### config.mk
export PLATFORM = sky130hd
export DESIGN_NAME = decode_irq_ctrl
export DESIGN_NICKNAME = d
export VERILOG_FILES = /design/src/rtl/dec_irq_pkg.sv /design/src/rtl/dec_sector_track.sv /design/src/rtl/dec_irq_status.sv /design/src/rtl/dec_reg_port.sv /design/src/rtl/decode_irq_ctrl.sv
export SDC_FILE = /design/constraint.sdc
export NUM_CORES = 1
export LEC_CHECK = 0
export BUFFER_PORTS_ARGS = -buffer_cell sky130_fd_sc_hd__buf_4
export CAP_MARGIN = 40
export CORE_UTILIZATION = 42
export CTS_BUF_LIST = sky130_fd_sc_hd__clkbuf_4
export CTS_CLUSTER_SIZE = 40
export DETAILED_ROUTE_END_ITERATION = 7
export PLACE_DENSITY_LB_ADDON = 0.05
export REMOVE_ABC_BUFFERS = 1
export SLEW_MARGIN = 15
export SYNTH_ARGS = -nofsm -noshare
export SYNTH_HDL_FRONTEND = slang
export SYNTH_SLANG_ARGS = --single-unit
### constraint.sdc
create_clock -name clk -period 1 [get_ports clk]
set_input_delay 0 -clock clk [delete_from_list [all_inputs] [get_ports clk]]
set_output_delay 0 -clock clk [all_outputs]
set_load 0.02 [all_outputs]
### src/rtl/dec_irq_pkg.sv
package dec_irq_pkg;
  localparam int DONE_W = 16;
  localparam int IDX_W  = 4;

  typedef enum logic [1:0] {
    A_CTRL = 2'd0,
    A_EN   = 2'd1,
    A_STAT = 2'd2,
    A_DONE = 2'd3
  } reg_addr_e;

  // Bits below n set, the rest clear.
  function automatic logic [DONE_W-1:0] low_mask(int unsigned n);
    logic [DONE_W-1:0] m;
    for (int i = 0; i < DONE_W; i++) m[i] = (i < n);
    return m;
  endfunction

  function automatic logic [DONE_W-1:0] sector_bit(logic [IDX_W-1:0] idx);
    return DONE_W'(1) << idx;
  endfunction
endpackage

### src/rtl/dec_sector_track.sv
module dec_sector_track
  import dec_irq_pkg::*;
#(
  parameter int unsigned NSEC = 8
) (
  input  logic              clk,
  input  logic              rst_n,
  input  logic              start,
  input  logic              sec_done,
  input  logic [IDX_W-1:0]  sec_idx,
  output logic [DONE_W-1:0] done_mask,
  output logic              idx_ok,
  output logic              page_full_next
);
  localparam logic [DONE_W-1:0] FULL = low_mask(NSEC);

  logic [DONE_W-1:0] done_q;
  logic [DONE_W-1:0] mask_nxt;

  assign idx_ok   = (32'(sec_idx) < NSEC);
  assign mask_nxt = done_q | ((sec_done && idx_ok) ? sector_bit(sec_idx) : '0);
  assign page_full_next = ((mask_nxt & FULL) == FULL);
  assign done_mask = done_q;

  always_ff @(posedge clk or negedge rst_n) begin
    if (!rst_n)     done_q <= '0;
    else if (start) done_q <= '0;
    else            done_q <= mask_nxt & FULL;
  end

  // a start empties the mask
  p_start_empties_r9: assert property (@(posedge clk) disable iff (!rst_n)
    start |=> (done_mask == '0));
  // without a start, sectors are never forgotten
  p_mask_keeps_r3: assert property (@(posedge clk) disable iff (!rst_n)
    !start |=> ((done_mask & $past(done_mask)) == $past(done_mask)));
  // an out-of-range index leaves the mask alone
  p_bad_idx_r3: assert property (@(posedge clk) disable iff (!rst_n)
    (!start && sec_done && !idx_ok) |=> $stable(done_mask));
endmodule

### src/rtl/dec_irq_status.sv
module dec_irq_status (
  input  logic clk,
  input  logic rst_n,
  input  logic start,
  input  logic page_mode,
  input  logic sec_ok,
  input  logic page_full_next,
  input  logic stat_rd,
  input  logic irq_en,
  output logic stat_q,
  output logic sector_event,
  output logic clear_ok,
  output logic irq_n
);
  assign sector_event = sec_ok && (!page_mode || page_full_next);
  assign clear_ok     = stat_rd && irq_en;
  assign irq_n        = ~(stat_q & irq_en);

  // Priority: start, then completion, then clear-on-read.
  always_ff @(posedge clk or negedge rst_n) begin
    if (!rst_n)            stat_q <= 1'b0;
    else if (start)        stat_q <= 1'b0;
    else if (sector_event) stat_q <= 1'b1;
    else if (clear_ok)     stat_q <= 1'b0;
  end

  // a per-sector completion raises the flag
  p_sector_sets_r2: assert property (@(posedge clk) disable iff (!rst_n)
    (sec_ok && !page_mode && !start) |=> stat_q);
  // an enabled read with no competing event clears the flag
  p_read_clears_r4: assert property (@(posedge clk) disable iff (!rst_n)
    (stat_rd && irq_en && !sec_ok && !start) |=> !stat_q);
  // a read with the enable off changes nothing
  p_masked_read_r5: assert property (@(posedge clk) disable iff (!rst_n)
    (stat_rd && !irq_en && !sec_ok && !start) |=> $stable(stat_q));
  // completion beats a same-cycle read in per-sector mode
  p_race_keeps_r6: assert property (@(posedge clk) disable iff (!rst_n)
    (stat_rd && sec_ok && !page_mode && !start) |=> stat_q);
  // in page mode a partial page never raises the flag
  p_page_partial_r8: assert property (@(posedge clk) disable iff (!rst_n)
    (page_mode && !stat_q && !page_full_next && !start) |=> !stat_q);
endmodule

### src/rtl/dec_reg_port.sv
module dec_reg_port
  import dec_irq_pkg::*;
(
  input  logic              clk,
  input  logic              rst_n,
  input  logic              reg_wr,
  input  logic              reg_rd,
  input  logic [1:0]        reg_addr,
  input  logic [15:0]       reg_wdata,
  input  logic              stat_q,
  input  logic [DONE_W-1:0] done_mask,
  output logic              start,
  output logic              page_mode,
  output logic              irq_en,
  output logic              stat_rd,
  output logic [15:0]       reg_rdata
);
  reg_addr_e a;
  logic [15:0] rd_mux;

  assign a       = reg_addr_e'(reg_addr);
  assign start   = reg_wr && (a == A_CTRL) && reg_wdata[0];
  assign stat_rd = reg_rd && (a == A_STAT);

  always_ff @(posedge clk or negedge rst_n) begin
    if (!rst_n) begin
      page_mode <= 1'b0;
      irq_en    <= 1'b0;
    end else if (reg_wr) begin
      if (a == A_CTRL) page_mode <= reg_wdata[1];
      if (a == A_EN)   irq_en    <= reg_wdata[0];
    end
  end

  always_comb begin
    unique case (a)
      A_CTRL:  rd_mux = {14'd0, page_mode, 1'b0};
      A_EN:    rd_mux = {15'd0, irq_en};
      A_STAT:  rd_mux = {15'd0, stat_q};
      default: rd_mux = 16'(done_mask);
    endcase
  end

  always_ff @(posedge clk or negedge rst_n) begin
    if (!rst_n)      reg_rdata <= '0;
    else if (reg_rd) reg_rdata <= rd_mux;
  end

  // a status read returns the flag as it stood in the read cycle
  p_stat_value_r4: assert property (@(posedge clk) disable iff (!rst_n)
    stat_rd |=> (reg_rdata == {15'd0, $past(stat_q)}));
endmodule

### src/rtl/decode_irq_ctrl.sv
module decode_irq_ctrl
  import dec_irq_pkg::*;
#(
  parameter int unsigned NSEC = 8
) (
  input  logic        clk,
  input  logic        rst_n,
  input  logic        sec_done,
  input  logic [3:0]  sec_idx,
  input  logic        reg_wr,
  input  logic        reg_rd,
  input  logic [1:0]  reg_addr,
  input  logic [15:0] reg_wdata,
  output logic [15:0] reg_rdata,
  output logic        irq_n
);
  logic              start, page_mode, irq_en, stat_rd, stat_q;
  logic              idx_ok, page_full_next, sector_event, clear_ok;
  logic [DONE_W-1:0] done_mask;

  dec_reg_port u_regs (
    .clk(clk), .rst_n(rst_n), .reg_wr(reg_wr), .reg_rd(reg_rd),
    .reg_addr(reg_addr), .reg_wdata(reg_wdata), .stat_q(stat_q),
    .done_mask(done_mask), .start(start), .page_mode(page_mode),
    .irq_en(irq_en), .stat_rd(stat_rd), .reg_rdata(reg_rdata)
  );

  dec_sector_track #(.NSEC(NSEC)) u_track (
    .clk(clk), .rst_n(rst_n), .start(start), .sec_done(sec_done),
    .sec_idx(sec_idx), .done_mask(done_mask), .idx_ok(idx_ok),
    .page_full_next(page_full_next)
  );

  dec_irq_status u_stat (
    .clk(clk), .rst_n(rst_n), .start(start), .page_mode(page_mode),
    .sec_ok(sec_done && idx_ok), .page_full_next(page_full_next),
    .stat_rd(stat_rd), .irq_en(irq_en), .stat_q(stat_q),
    .sector_event(sector_event), .clear_ok(clear_ok), .irq_n(irq_n)
  );

  // the enable being off holds the line high
  p_line_masked_r10: assert property (@(posedge clk) disable iff (!rst_n)
    !irq_en |-> irq_n);
  // a completion on an enabled line pulls it low next cycle
  p_reassert_r7: assert property (@(posedge clk) disable iff (!rst_n)
    (sector_event && !start && irq_en && !(reg_wr && reg_addr == 2'd1)) |=> !irq_n);
  // start wins over a same-cycle completion
  p_start_wins_r9: assert property (@(posedge clk) disable iff (!rst_n)
    start |=> irq_n);
endmodule

==> flow_summary_export.csv <==
group,metric,value,unit
setup_path,worstSetupStartpoint,"u_track.done_mask[3]",
synth,yosys.area.top_type_share,51.01,%
synth,avgSynthCellArea,9.512,um^2
setup_path,reg2reg_setup_slack,-0.06,ns
routing,wl_met1,834,um
floorplanning,ios,44,
global_route,grt_usage,17.33,%
synth,synth.cell_area,932.1,um^2
setup_path,crit_chain,"a21oi_2 -> nor4_1 -> a21oi_1 -> a211oi_2",
setup_path,path_buf_inv,0,
setup_path,cpPeakStageDelay,0.38,ns
synth,synthCells,98,
setup_path,start_kind,"flip-flop",
routing,route.detailed.drc,0,
floorplanning,fp.dieW,49.11,um
routing,wirelength,1783,um
global_route,grt_max_degree,20,
cts,cts_sinks,19,
floorplanning,start_util,46.10,%
placement,place_congestion,0.8099,
finish,drive_gt1_share,38.64,%
sta,worst_slack,-0.05514,ns
sta,final-setup-viol-count,2,
cts,tritoncts,"built",
synth,yosys_warnings,0,
sta,holdWs,0.02064,ns
setup_path,critPathRequiredTime,1.21,ns
finish,mostFrequentLayoutCell,"buf_4",
placement,dp_hpwl,1365,um
setup_path,crit-reg2reg-launch,"u_track.done_mask[3]",
synth,synth_top_cell_by_area,"dfrtp_1",
floorplanning,fp.coreArea,0.002022,mm^2
sta,max_freq,0.9477,GHz
sta,min_period,1.055,ns
synth,synth_ff_type,"dfrtp_1",
finish,utilization,62.19,%
pwr,power.leakage,0.0006096,uW
routing,drtAntennaViolNets,0,
finish,nNetsFinal,160,
routing,vias,737,
cts,clkTransAtPathRegs,0.10,ns
outcome,violations,"negative setup slack",
flow_run,maxCapViolCount,0,
synth,synth_edf_count,0,
routing,first_pass_iters,4,
hold_path,hp-class,"in -> reg",
floorplanning,rows,16,
synth,synth_cell_types,23,
finish,area_growth,34.90,%
finish,antenna_cells,0,
routing,drt_iter0_drc,13,
cts,cts_buffers,3,
setup_path,cp-end-kind,"flip-flop",
sta,rsz0062_at_grt,"yes",
global_route,grt_pass1_vias,708,
setup_path,crit_family,"flip-flops",
routing,via_per_inst,4.635,
synth,ys_top_cells_by_area,"dfrtp_1 (51%), buf_4 (7.2%), nor2_1 (5.2%)",
cts,htree_levels,1,
routing,met2WireLength,859,um
floorplanning,dieArea,0.002412,mm^2
synth,ys_seq_elements,19,
cts,cts_buffer_depth,2,
setup_path,path_depth,4,
pwr,powerDensity,1551,mW/mm^2
global_route,grt_pass1_wl,3194,um
outcome,status,"finished, violations left",
routing,top_layer,"met4",
setup_path,path_class,"reg -> reg",
cts,worstSkewPairLatency,0.29,ns
hold_path,holdPathStages,3,
finish,final_cell_mix,"buf_4 (31), dfrtp_1 (19), nor2_1 (13), nand2_1 (11), conb_1 (8)",
setup_path,slowest_stage,"dfrtp_1",
setup_path,worstReg2RegEnd,"u_stat.stat_q",
global_route,antenna_found_initial,0,
pwr,irDropWorstVdd,0.0008597,V
synth,async_flop_share,100.0,%
synth,yosysSeqAreaShare,51.01,%
placement,pre_cts_slack,-0.2118,ns
setup_path,worstRegToRegCells,4,
setup_path,crit_end,"u_stat.stat_q",
sta,period_share,105.5,%
routing,wire_per_inst,11.21,um
sta,hold_viol,0,
global_route,grt_overflow,0,
setup_path,crit_arrival,1.26,ns
sta,drv_slew,0,
routing,met3_wirelength,74,um
cts,clockRootBuffer,"clkbuf_4",
sta,clock_skew,0.001968,ns
setup_path,crit_path_max_fanout,2,
placement,port_buffers,21,
floorplanning,die_h,49.11,um
[logic make-up (layout without fill, tap and decap cells)]
kind of cell | after synthesis | after routing | synth area share (%)
flip-flops | 19 | 19 | 51.01
multiplexers | 3 | 3 | 3.624
other | 1 | 8 | 0.4023
AND/OR/NAND/NOR | 37 | 37 | 21.48
AO/OA/AOI/OAI | 19 | 19 | 12.21
buffers and inverters | 19 | 46 | 11.27
[registers in the layout, indices dropped and copies added, names as in the netlist]
register and count:
u_track.done_mask 8, u_regs.reg_rdata 8, u_regs.page_mode 1, u_stat.stat_q 1, u_regs.irq_en 1
[cell type report]
cell class | count | area [um^2]
inverter | 6 | 22.52
clock buffer | 4 | 30.03
timing repair buffer | 36 | 285.3
fill | 186 | 764.5
sequential | 19 | 475.5
tap | 27 | 33.78
multi-input combinational | 67 | 410.4
[worst min-delay path by stage]
| stage | from | to | slack [ns] |
|---|---|---|---|
| floorplan | rst_n | u_regs.irq_en | -0.30 |
| global placement | rst_n | u_regs.reg_rdata[5] | -0.12 |
| detailed placement | rst_n | u_regs.reg_rdata[5] | -0.11 |
| CTS | reg_addr[1] | u_regs.reg_rdata[1] | 0.01 |
| global route | reg_addr[1] | u_regs.reg_rdata[1] | 0.01 |
| finish | reg_addr[1] | u_regs.reg_rdata[1] | 0.02 |
[metal layers]
metal | vias to the layer above | GRT usage [%]
li1 | 381 | -
met1 | 332 | 23.15
met2 | 22 | 27.40
met3 | 2 | 2.804
met4 | 0 | 7.843
met5 | - | 0
[cells in the mapped netlist (2+ instances only)]
cell      number
clkbuf_1       4
dfrtp_1       19
a21oi_1        9
a31oi_1        3
inv_1          6
nand2_1       12
o22ai_1        6
and2b_1        2
mux2_2         3
nor2_1        13
buf_4          9
[worst min-delay path, stage by stage]
cell and delay, ns:
buf_4 0.14, nand3_1 0.07, a31oi_1 0.07
[metrics by stage]
stage	area, um^2	power [uW]	setup TNS [ns]	std cells
6_report	1257	1950	-0.06293	159
5_1_grt	1257	2077	-0.1992	159
4_1_cts	1239	1946	-0.07029	159
3_5_place_dp	1157	1503	-0.2118	152
3_3_place_gp	1157	1495	-0.1732	152
2_1_floorplan	875.8	1212	0	92
[where the power goes]
group	total, uW	internal, uW	switching, uW
logic	586	298	288
clock network	403	182	221
registers	961	881	80.6
[repair_timing]
item,4_1_cts,5_1_grt
endpoints found under the hold margin,21,0
setup buffers,0,0
cloned,0,0
pin swaps,4,1
hold buffers,3,0
gates resized for setup,6,4
endpoints found under the setup margin,3,4
(Power assumes the default switching activity.)
